<file path="src/rtl/pwb_pkg.sv">
// Shared state encodings for the posted-write buffer.
package pwb_pkg;
    typedef enum logic {
        DR_IDLE,
        DR_BURST
    } drain_state_e;

    typedef enum logic [1:0] {
        RD_IDLE,
        RD_ISSUE,
        RD_WAIT
    } rd_state_e;
endpackage

</file>
<file path="src/rtl/pwb_store.sv">
// Address-tagged entry store kept as a circular queue in arrival order.
// A push to an address already present overwrites that entry's data in place;
// otherwise it allocates at the tail. Pops retire the head.
// Assumes push and pop never occur in the same cycle (the top blocks writes
// while draining) and that the caller never pushes a new address when full.
module pwb_store #(
    parameter int AW    = 8,
    parameter int DW    = 32,
    parameter int DEPTH = 8,
    localparam int PW   = (DEPTH > 1) ? $clog2(DEPTH) : 1,
    localparam int CW   = $clog2(DEPTH + 1)
) (
    input  logic          clk,
    input  logic          rst_n,
    input  logic [AW-1:0] look_addr,
    input  logic          push,
    input  logic [DW-1:0] push_data,
    input  logic          pop,
    output logic          hit,
    output logic [DW-1:0] hit_data,
    output logic [AW-1:0] head_addr,
    output logic [DW-1:0] head_data,
    output logic [CW-1:0] count,
    output logic          full
);
    logic [AW-1:0]    tag_q  [DEPTH];
    logic [DW-1:0]    word_q [DEPTH];
    logic [DEPTH-1:0] live_q;
    logic [PW-1:0]    head_q;
    logic [PW-1:0]    tail_q;
    logic [CW-1:0]    cnt_q;
    logic [DEPTH-1:0] match;
    logic [PW-1:0]    match_idx;
    logic             alloc;

    // Per-slot tag comparators.
    for (genvar g = 0; g < DEPTH; g++) begin : g_cmp
        assign match[g] = live_q[g] && (tag_q[g] == look_addr);
    end

    // Encode the matching slot; at most one slot can match.
    always_comb begin
        match_idx = '0;
        for (int i = 0; i < DEPTH; i++) begin
            if (match[i]) match_idx = PW'(i);
        end
    end

    assign hit       = |match;
    assign hit_data  = word_q[match_idx];
    assign head_addr = tag_q[head_q];
    assign head_data = word_q[head_q];
    assign count     = cnt_q;
    assign full      = (cnt_q == CW'(DEPTH));
    assign alloc     = push && !hit;

    // Pointer and occupancy bookkeeping.
    always_ff @(posedge clk) begin
        if (!rst_n) begin
            live_q <= '0;
            head_q <= '0;
            tail_q <= '0;
            cnt_q  <= '0;
        end else begin
            if (alloc) begin
                live_q[tail_q] <= 1'b1;
                tail_q <= (tail_q == PW'(DEPTH - 1)) ? '0 : tail_q + 1'b1;
            end
            if (pop) begin
                live_q[head_q] <= 1'b0;
                head_q <= (head_q == PW'(DEPTH - 1)) ? '0 : head_q + 1'b1;
            end
            cnt_q <= cnt_q + CW'(alloc) - CW'(pop);
        end
    end

    // Tag and data storage: allocate at tail or coalesce onto the match.
    always_ff @(posedge clk) begin
        if (alloc) begin
            tag_q[tail_q]  <= look_addr;
            word_q[tail_q] <= push_data;
        end else if (push) begin
            word_q[match_idx] <= push_data;
        end
    end

    p_match_onehot_r6: assert property (@(posedge clk) disable iff (!rst_n)
        $onehot0(match));
    p_no_overflow_r9: assert property (@(posedge clk) disable iff (!rst_n)
        alloc |-> (cnt_q < CW'(DEPTH)));
    p_push_pop_excl_r9: assert property (@(posedge clk) disable iff (!rst_n)
        !(push && pop));
endmodule

</file>
<file path="src/rtl/pwb_drain.sv">
// Burst drain sequencer. Decides when to empty the store and emits one beat
// per held entry, head first, on the memory write channel.
// Assumes the store is not pushed while a burst is starting or running.
module pwb_drain #(
    parameter int AW    = 8,
    parameter int DW    = 32,
    parameter int DEPTH = 8,
    parameter int HIWAT = 6,
    localparam int CW   = $clog2(DEPTH + 1)
) (
    input  logic          clk,
    input  logic          rst_n,
    input  logic [CW-1:0] count,
    input  logic          flush,
    input  logic [AW-1:0] head_addr,
    input  logic [DW-1:0] head_data,
    output logic          start,
    output logic          draining,
    output logic          pop,
    output logic          mwr_valid,
    input  logic          mwr_ready,
    output logic [AW-1:0] mwr_addr,
    output logic [DW-1:0] mwr_data,
    output logic [CW-1:0] mwr_len,
    output logic          mwr_last
);
    import pwb_pkg::*;

    drain_state_e  state_q;
    logic [CW-1:0] left_q;
    logic [CW-1:0] len_q;

    // Trigger: high-water mark, full store, or flush, with something held.
    assign start = (state_q == DR_IDLE) && (count != '0) &&
                   ((count >= CW'(HIWAT)) || (count == CW'(DEPTH)) || flush);

    assign draining  = (state_q == DR_BURST);
    assign mwr_valid = draining;
    assign mwr_addr  = head_addr;
    assign mwr_data  = head_data;
    assign mwr_len   = len_q;
    assign mwr_last  = draining && (left_q == CW'(1));
    assign pop       = mwr_valid && mwr_ready;

    // Burst state: latch the beat count at start, count beats down.
    always_ff @(posedge clk) begin
        if (!rst_n) begin
            state_q <= DR_IDLE;
            left_q  <= '0;
            len_q   <= '0;
        end else if (start) begin
            state_q <= DR_BURST;
            left_q  <= count;
            len_q   <= count;
        end else if (pop) begin
            left_q <= left_q - 1'b1;
            if (left_q == CW'(1)) state_q <= DR_IDLE;
        end
    end

    p_beat_hold_r10: assert property (@(posedge clk) disable iff (!rst_n)
        (mwr_valid && !mwr_ready) |=> (mwr_valid && $stable(mwr_addr) && $stable(mwr_data)));
    p_last_ends_r3: assert property (@(posedge clk) disable iff (!rst_n)
        (pop && mwr_last) |=> !mwr_valid);
    p_len_stable_r3: assert property (@(posedge clk) disable iff (!rst_n)
        (mwr_valid && $past(mwr_valid)) |-> $stable(mwr_len));
endmodule

</file>
<file path="src/rtl/pwb_rdpath.sv">
// Read path: serves hits from the store with a registered one-cycle response,
// and sends misses to the memory read channel, returning the data one cycle
// after it arrives. One read in flight at a time.
module pwb_rdpath #(
    parameter int AW = 8,
    parameter int DW = 32
) (
    input  logic          clk,
    input  logic          rst_n,
    input  logic          rd_accept,
    input  logic [AW-1:0] rd_addr,
    input  logic          hit,
    input  logic [DW-1:0] hit_data,
    output logic          rd_idle,
    output logic          mrd_valid,
    input  logic          mrd_ready,
    output logic [AW-1:0] mrd_addr,
    input  logic          mrd_rvalid,
    input  logic [DW-1:0] mrd_rdata,
    output logic          rsp_valid,
    output logic [DW-1:0] rsp_rdata,
    output logic          rsp_hit
);
    import pwb_pkg::*;

    rd_state_e     state_q;
    logic [AW-1:0] addr_q;

    assign rd_idle   = (state_q == RD_IDLE);
    assign mrd_valid = (state_q == RD_ISSUE);
    assign mrd_addr  = addr_q;

    // Miss sequencing: issue, then wait for the returned word.
    always_ff @(posedge clk) begin
        if (!rst_n) begin
            state_q <= RD_IDLE;
            addr_q  <= '0;
        end else begin
            case (state_q)
                RD_IDLE: if (rd_accept && !hit) begin
                    state_q <= RD_ISSUE;
                    addr_q  <= rd_addr;
                end
                RD_ISSUE: if (mrd_ready) state_q <= RD_WAIT;
                RD_WAIT:  if (mrd_rvalid) state_q <= RD_IDLE;
                default:  state_q <= RD_IDLE;
            endcase
        end
    end

    // Response register: hit data or returned memory data.
    always_ff @(posedge clk) begin
        if (!rst_n) begin
            rsp_valid <= 1'b0;
            rsp_rdata <= '0;
            rsp_hit   <= 1'b0;
        end else begin
            rsp_valid <= 1'b0;
            if (rd_accept && hit) begin
                rsp_valid <= 1'b1;
                rsp_rdata <= hit_data;
                rsp_hit   <= 1'b1;
            end else if ((state_q == RD_WAIT) && mrd_rvalid) begin
                rsp_valid <= 1'b1;
                rsp_rdata <= mrd_rdata;
                rsp_hit   <= 1'b0;
            end
        end
    end

    p_hit_rsp_r5: assert property (@(posedge clk) disable iff (!rst_n)
        (rd_accept && hit) |=> (rsp_valid && rsp_hit && !mrd_valid));
    p_miss_issues_r7: assert property (@(posedge clk) disable iff (!rst_n)
        (rd_accept && !hit) |=> (mrd_valid && !rsp_valid));
    p_one_read_r11: assert property (@(posedge clk) disable iff (!rst_n)
        !rd_idle |-> !rd_accept);
    p_req_hold_r7: assert property (@(posedge clk) disable iff (!rst_n)
        (mrd_valid && !mrd_ready) |=> (mrd_valid && $stable(mrd_addr)));
endmodule

</file>
<file path="src/rtl/pwb_top.sv">
// Posted-write buffer with read bypass and forwarding. Accepts one request
// per cycle, queues writes in an address-tagged store, drains them as bursts,
// and serves reads from the store or from memory ahead of queued writes.
// Assumes memory orders an accepted write before any later-accepted read.
module pwb_top #(
    parameter int AW    = 8,
    parameter int DW    = 32,
    parameter int DEPTH = 8,
    parameter int HIWAT = 6,
    localparam int CW   = $clog2(DEPTH + 1)
) (
    input  logic          clk,
    input  logic          rst_n,
    input  logic          req_valid,
    output logic          req_ready,
    input  logic          req_we,
    input  logic [AW-1:0] req_addr,
    input  logic [DW-1:0] req_wdata,
    output logic          rsp_valid,
    output logic [DW-1:0] rsp_rdata,
    output logic          rsp_hit,
    input  logic          flush,
    output logic          mrd_valid,
    input  logic          mrd_ready,
    output logic [AW-1:0] mrd_addr,
    input  logic          mrd_rvalid,
    input  logic [DW-1:0] mrd_rdata,
    output logic          mwr_valid,
    input  logic          mwr_ready,
    output logic [AW-1:0] mwr_addr,
    output logic [DW-1:0] mwr_data,
    output logic [CW-1:0] mwr_len,
    output logic          mwr_last
);
    logic          hit;
    logic [DW-1:0] hit_data;
    logic [AW-1:0] head_addr;
    logic [DW-1:0] head_data;
    logic [CW-1:0] count;
    logic          full;
    logic          start;
    logic          draining;
    logic          pop;
    logic          rd_idle;
    logic          wr_ok;
    logic          wr_accept;
    logic          rd_accept;

    // Request steering: writes wait for a quiet store, reads for the read path.
    assign wr_ok     = !draining && !start && (!full || hit);
    assign req_ready = req_we ? wr_ok : rd_idle;
    assign wr_accept = req_valid && req_we && wr_ok;
    assign rd_accept = req_valid && !req_we && rd_idle;

    pwb_store #(.AW(AW), .DW(DW), .DEPTH(DEPTH)) u_store (
        .clk       (clk),
        .rst_n     (rst_n),
        .look_addr (req_addr),
        .push      (wr_accept),
        .push_data (req_wdata),
        .pop       (pop),
        .hit       (hit),
        .hit_data  (hit_data),
        .head_addr (head_addr),
        .head_data (head_data),
        .count     (count),
        .full      (full)
    );

    pwb_drain #(.AW(AW), .DW(DW), .DEPTH(DEPTH), .HIWAT(HIWAT)) u_drain (
        .clk       (clk),
        .rst_n     (rst_n),
        .count     (count),
        .flush     (flush),
        .head_addr (head_addr),
        .head_data (head_data),
        .start     (start),
        .draining  (draining),
        .pop       (pop),
        .mwr_valid (mwr_valid),
        .mwr_ready (mwr_ready),
        .mwr_addr  (mwr_addr),
        .mwr_data  (mwr_data),
        .mwr_len   (mwr_len),
        .mwr_last  (mwr_last)
    );

    pwb_rdpath #(.AW(AW), .DW(DW)) u_rd (
        .clk        (clk),
        .rst_n      (rst_n),
        .rd_accept  (rd_accept),
        .rd_addr    (req_addr),
        .hit        (hit),
        .hit_data   (hit_data),
        .rd_idle    (rd_idle),
        .mrd_valid  (mrd_valid),
        .mrd_ready  (mrd_ready),
        .mrd_addr   (mrd_addr),
        .mrd_rvalid (mrd_rvalid),
        .mrd_rdata  (mrd_rdata),
        .rsp_valid  (rsp_valid),
        .rsp_rdata  (rsp_rdata),
        .rsp_hit    (rsp_hit)
    );

    p_wr_blocked_r9: assert property (@(posedge clk) disable iff (!rst_n)
        draining |-> !wr_accept);
    p_hold_below_mark_r2: assert property (@(posedge clk) disable iff (!rst_n)
        (!draining && !flush && (count < CW'(HIWAT))) |=> !mwr_valid);
    p_burst_len_r3: assert property (@(posedge clk) disable iff (!rst_n)
        start |=> (mwr_valid && (mwr_len == $past(count))));
endmodule

</file>
<file path="config.mk">
export PLATFORM = sky130hd
export DESIGN_NAME = pwb_top
export DESIGN_NICKNAME = d
export VERILOG_FILES = /design/src/rtl/pwb_pkg.sv /design/src/rtl/pwb_store.sv /design/src/rtl/pwb_drain.sv /design/src/rtl/pwb_rdpath.sv /design/src/rtl/pwb_top.sv
export SDC_FILE = /design/constraint.sdc
export NUM_CORES = 1
export LEC_CHECK = 0
export BUFFER_PORTS_ARGS = -buffer_cell sky130_fd_sc_hd__buf_2
export CAP_MARGIN = 20
export CORE_MARGIN = 2
export CORE_UTILIZATION = 65
export DETAILED_ROUTE_END_ITERATION = 12
export PLACE_DENSITY_LB_ADDON = 0.05
export SETUP_SLACK_MARGIN = 0.2
export SLEW_MARGIN = 0
export SYNTH_ARGS = -nofsm -noshare
export SYNTH_HDL_FRONTEND = slang
export SYNTH_HIERARCHICAL = 1
export SYNTH_SLANG_ARGS = --single-unit
</file>
<file path="constraint.sdc">
create_clock -name clk -period 8.35 [get_ports clk]
set_input_delay 1.2525 -clock clk [delete_from_list [all_inputs] [get_ports clk]]
set_output_delay 1.2525 -clock clk [all_outputs]
set_load 0.1 [all_outputs]
</file>
==> results of run 1 <==
sequential cells by signal, summed over array words and instances, names as in the netlist, named ones only:
| signal | flops |
|---|---|
| u_rd/rsp_valid | 1 |
| u_rd/state_q | 2 |
| u_store/live_q | 8 |
| u_store/count | 4 |
| u_store/tail_q | 3 |
| u_rd/mrd_addr | 8 |
| u_store/head_q | 3 |
| u_rd/rsp_hit | 1 |
| u_store/tag_q | 64 |
| u_rd/rsp_rdata | 32 |
| u_store/word_q | 256 |
| u_drain/draining | 1 |
| u_drain/left_q | 4 |
| u_drain/mwr_len | 4 |
layout make-up:
cell class | instances | area [um^2] | share of cell area
Clock inverter | 25 | 214 | 0.00981
Inverter | 23 | 86.3 | 0.00396
Multi-Input combinational cell | 933 | 7660 | 0.351
Antenna cell | 1 | 2.50 | 0.000115
Sequential cell | 394 | 11100 | 0.509
Clock buffer | 48 | 1090 | 0.0501
Tap cell | 390 | 488 | 0.0224
Timing Repair Buffer | 202 | 1170 | 0.0537
worst reg2reg max path, cell delays in order, from the launching register on:
cell and delay [ps]:
edfxtp_1 440, xnor2_1 200, nand4_1 180, nor3_2 150, buf_4 580, nor4_4 90, buf_4 270, nand2_1 240
nor2b_1 100, nor4_1 780, a21boi_2 400, nand2_1 110, o32a_1 260, nor2_4 690, buf_4 370
final timing paths:
kind                  startpoint               endpoint  slack [ps]  cells after the start
min reg2reg     u_rd/mrd_addr[4]       u_rd/mrd_addr[4]         450                      2
max reg2reg  u_store/tag_q[7][5]  u_store/word_q[4][17]        3180                     14
max                  req_addr[4]  u_store/word_q[4][17]        2550                     15
min             u_rd/mrd_addr[4]       u_rd/mrd_addr[4]         450                      2
per-layer routing:
layer,wire length (um),vias up,track usage
met5,0,-,0
met1,20700,6663,0.484
met4,1140,0,0.0913
met3,6080,98,0.0747
met2,23400,876,0.504
li1,-,5900,-
where the power goes:
group,switching (mW),internal [mW]
Combinational,0.875,0.378
Sequential,0.0916,2.21
Clock,0.755,1.03
Total,1.72,3.62
metrics by stage:
| stage | hold slack (ps) | util | cells |
|---|---|---|---|
| global route | 470 | 0.738 | 2015 |
| global placement | 441 | 0.689 | 1936 |
| floorplan | 493 | - | 1488 |
| CTS | 453 | 0.736 | 2012 |
| finish | 448 | 0.738 | 2016 |
| detailed placement | 444 | 0.692 | 1939 |
cell families after synthesis:
group                    share of synthesized area
multiplexers                                 0.147
flip-flops                                   0.569
adder cells (fa/ha/maj)                    0.00809
XOR/XNOR                                    0.0301
buffers and inverters                       0.0440
AND/OR/NAND/NOR                             0.0866
AO/OA/AOI/OAI                                0.115
cells in the final DEF (no fill, tap or decap), types with 4 or more instances in the layout:
master,Yosys,final
clkinv_1,1,8
nor4_1,5,5
a21boi_1,8,8
o221a_1,8,8
mux4_2,80,80
clkinv_2,0,8
o21ai_1,20,20
nor3_1,27,22
a22oi_1,17,17
o21ai_0,61,61
o22ai_1,13,13
clkbuf_16,0,42
nand2b_1,8,8
a21oi_1,51,51
o211ai_1,27,27
nor2_4,0,8
buf_4,50,27
edfxtp_1,320,320
clkbuf_1,51,4
nor2_1,46,38
and2_1,26,26
o21bai_1,17,17
dfxtp_1,74,71
inv_1,21,21
nor3_2,2,6
mux2_2,53,53
a211oi_1,20,20
or3_1,4,4
nand3_1,15,15
nand2_1,161,160
a31oi_1,47,47
buf_2,23,169
nand4_1,11,11
nor2b_1,24,23
ha_1,11,11
a221oi_2,14,14
xnor2_1,66,66
mux2i_1,42,42
==> reports/summary.txt, run 1 <==
Slew Viols, Final - 0
Final GP Congestion - 0.944
Buf/Inv on CP - 4
Final setup vio count - 0
Rows - 63
Most used flip-flop cell after synthesis - edfxtp_1
Die Y - 177 um
LEAKAGE - 7.23 nW
Synthesized cell area - 19500 um^2
DR iter-0 viols - 1909
Post-synth EDFFs - 320
Cell area after layout - 21800 um^2
Fin Clk Skew - 21.9 ps
# hold bufs at CTS - 0
Synth unique cells - 74
Peak VDD IR - 185 uV
CP most frequent cell - buf_4
Total iterations of the first detailed-routing run - 5
Kind of critical path - input pin to flop
Critical Path Max Stage Delay - 780 ps
Crit-path leading delay family - simple AND/OR/NAND/NOR gates
Max Buffers Root-to-Sink - 3
CP max FO - 47
Fraction of layout cells with a size suffix above 1 - 0.278
Reg clk slew, reported paths - 60 ps
Initial Util - 0.660
# IOs - 170
Drt wl/cell - 25.5 um
Synth top area share - 0.493
CTS-repair resized insts - 0
Seq/Total Area, Yosys - 0.569
Vias in the first global route - 13162
Fin Setup TNS - 0 ps
Crit end category - flop
CTS root buffer - clkbuf_16
P per Cell Area - 245 nW/um^2
Dpl cell area - 20400 um^2
Fill cell count - 1930
Slowest-stage cell, CP - nor4_1
Initial antenna violation count - 1
Synthesized instance count - 1488
Top cell type by total area after synthesis - edfxtp_1
CTS tree - built
Via density - 6.71
Total CTS buffers - 40
Top-count cell post-synth - edfxtp_1
Total Wirelength - 51300 um
Synth Warn # - 6
CTS H-tree depth - 2
Setup WS post-layout - 2550 ps
Slew headroom - 0.225
Number of I/O port buffers - 169
DRC Markers - 0
CP arrival - 6030 ps
Fin. Hold Viols - 0
Final #Nets - 1686
Post-CTS Setup Repair Bufs - 0
Sink Count - 394
DIE AREA - 31400 um^2
Measured slew at the worst slew-check pin - 1160 ps
F_max - 172 MHz
Crit path cell chain - buf_2, xnor2_1, nand4_1, nor3_2, buf_4, nor4_4, buf_4, nand2_1, nor2b_1, nor4_1, a21boi_2, nand2_1, o32a_1, nor2_4, buf_4
RSZ-0062 raised after global routing - false
Dpl ws - 2080 ps
Tmin final - 5800 ps
Top post-synthesis cells by area - edfxtp_1 49%, mux4_2 9.2%, dfxtp_1 7.6%
Mean Syn Cell Area - 13.1 um^2
Gr usage total - 0.331
Post-synth ARST share - 0
Synth-to-layout area growth - 11.9%
Critical path required time - 8580 ps
Fin crit share - 0.695
Core area - 29600 um^2
Synthesis-stage register bit count - 394
Tot Pwr - 5.34 mW
MaxCap Viol Count - 0
Hold Path Class - flop to flop
Largest net degree at the start of global routing - 72
Grt total ovfl - 0
Post-route ant nets - 0
Net Count, Synth - 1580
First-pass GRT wire length - 77400 um
Routed vias - 13537
Hpwl dp - 32600 um
CP Launch Type - input pin
Die Width - 177 um
Top cells by count, synth - 320 x edfxtp_1, 161 x nand2_1, 80 x mux4_2
Status - finished, final reports clean
Clock Latency Late Sink - 540 ps
(Power assumes the default switching activity.)
==> inputs of run 2 (changes only) <==
CORE_UTILIZATION = 60   (was 65)
clock period = 6 ns   (was 8.35 ns; I/O delays follow)
==> reports/summary.txt, run 2 (synthesized netlist as in run 1, its figures left out) <==
DR WL met2 - 24400 um
Synth-to-layout area growth - 12.4%
R2R Path Start - u_store/tag_q[2][5]
Tmin final - 4480 ps
Met1 wire length - 22400 um
Buf/Inv on CP - 3
Fin crit share - 0.747
Fraction of layout cells with a size suffix above 1 - 0.280
Status - finished, final reports clean
Post-placement cell count - 2009
Peak VDD IR - 252 uV
Largest net degree at the start of global routing - 72
CP Launch Type - input pin
Largest register FFs - 256
DIE AREA - 34000 um^2
Tot Pwr - 7.35 mW
Initial antenna violation count - 4
CTS-repair resized insts - 0
Final setup vio count - 0
Largest regs - u_store/word_q: 256 flops, u_store/tag_q: 64 flops, u_rd/rsp_rdata: 32 flops
Dpl cell area - 20600 um^2
DRC Markers - 0
Core area - 32300 um^2
Fin Setup TNS - 0 ps
Final GP Congestion - 0.916
Hpwl dp - 32500 um
Fill cell count - 2318
Final #Nets - 1703
Gr usage total - 0.316
Most frequent cells in the layout - 320 x edfxtp_1, 169 x buf_2, 160 x nand2_1
MaxCap Viol Count - 0
Total Wirelength - 53100 um
Slew headroom - 0.365
Rows - 66
F_max - 223 MHz
Slew Viols, Final - 0
Measured slew at the worst slew-check pin - 952 ps
Routed vias - 13596
Fin cells - 2088
Critical Path Stages - 13
CP most frequent cell - buf_4
CTS tree - built
Vias in the first global route - 13544
Critical path required time - 6230 ps
Post-CTS Setup Repair Bufs - 0
# hold bufs at CTS - 0
Fin. Hold Viols - 0
Worst hold endpoint - u_rd/mrd_addr[7]
Initial Util - 0.604
Reg clk slew, reported paths - 60 ps
LEAKAGE - 7.27 nW
Slowest-stage cell, CP - nor2_4
Cell area after layout - 21900 um^2
Crit-path leading delay family - simple AND/OR/NAND/NOR gates
Top Metal Used - met5
Die Width - 184 um
Grt total ovfl - 0
Flop-to-flop setup slack - 1800 ps
Kind of critical path - input pin to flop
Hold Path Class - flop to flop
CTS root buffer - clkbuf_16
CP max FO - 21
CP arrival - 4710 ps
CTS H-tree depth - 2
Crit end category - flop
Reg2reg path depth - 13
Drt wl/cell - 25.4 um
DR iter-0 viols - 1378
Number of I/O port buffers - 169
Critical Path Max Stage Delay - 750 ps
Clock Latency Late Sink - 540 ps
Worst r2r dst - u_store/word_q[5][28]
Sink Count - 394
Worst Hold Path Cells - 2
RSZ-0062 raised after global routing - false
Die Y - 184 um
First-pass GRT wire length - 80000 um
Fin Clk Skew - 11.7 ps
Reg with most FFs - u_store/word_q
Crit path cell chain - buf_2, xnor2_1, nand3_1, nor3_1, nor4_4, nand2_1, nor2b_1, nor4_1, buf_4, a21boi_2, a21oi_1, nor2_4, buf_4
Post-route ant nets - 0
# IOs - 170
Metal3 WL - 4470 um
Most common cell after layout, fill and taps aside - edfxtp_1
Hold Startpoint - u_rd/mrd_addr[7]
P per Cell Area - 335 nW/um^2
Post-layout util - 0.679
Total iterations of the first detailed-routing run - 5
Total CTS buffers - 42
Via density - 6.51
Max Buffers Root-to-Sink - 3
run 2: worst max path at each step:
stage	start	endpoint	slack, ps
6_report	req_addr[7]	u_store/word_q[5][28]	1520
3_5_place_dp	req_addr[5]	u_store/word_q[5][20]	1020
2_1_floorplan	req_addr[4]	u_store/word_q[2][0]	480
4_1_cts	req_addr[7]	u_store/word_q[5][19]	1570
5_1_grt	req_addr[7]	u_store/word_q[5][15]	1300
3_3_place_gp	req_addr[7]	u_store/word_q[5][15]	1180
run 2: layer usage:
metal / track usage / vias to the layer above
met5: 0 / -
met4: 0.111 / 4
met3: 0.0528 / 128
met2: 0.496 / 698
met1: 0.452 / 6835
li1: - / 5931
run 2: power breakdown:
part	switching (mW)	total, mW	internal [mW]	leakage, nW
logic	1.19	1.72	0.530	3.17
registers	0.138	3.22	3.08	3.48
clock network	1.04	2.41	1.36	0.611
total	2.37	7.35	4.97	7.27
run 2: layout make-up:
cell class | count | area (um^2) | area share
sequential | 394 | 11100 | 0.507
multi-input combinational | 933 | 7640 | 0.349
timing repair buffer | 217 | 1260 | 0.0573
clock buffer | 62 | 1180 | 0.0537
tap | 442 | 553 | 0.0252
clock inverter | 14 | 86.3 | 0.00394
inverter | 23 | 86.3 | 0.00394
antenna | 3 | 7.51 | 0.000343
run 2: per-stage QoR:
stage	setup slack (ps)	hold WS, ps
6_report	1520	452
5_1_grt	1300	470
4_1_cts	1570	454
3_5_place_dp	1020	446
3_3_place_gp	1180	439
2_1_floorplan	480	493
run 2: worst register-to-register path: cells and delay by family, from the launching register on:
family                 cells  cell delay, ps
buffers and inverters      3             740
flip-flops                 1             480
AO/OA/AOI/OAI              2             470
AND/OR/NAND/NOR            7            1950
XOR/XNOR                   1             240
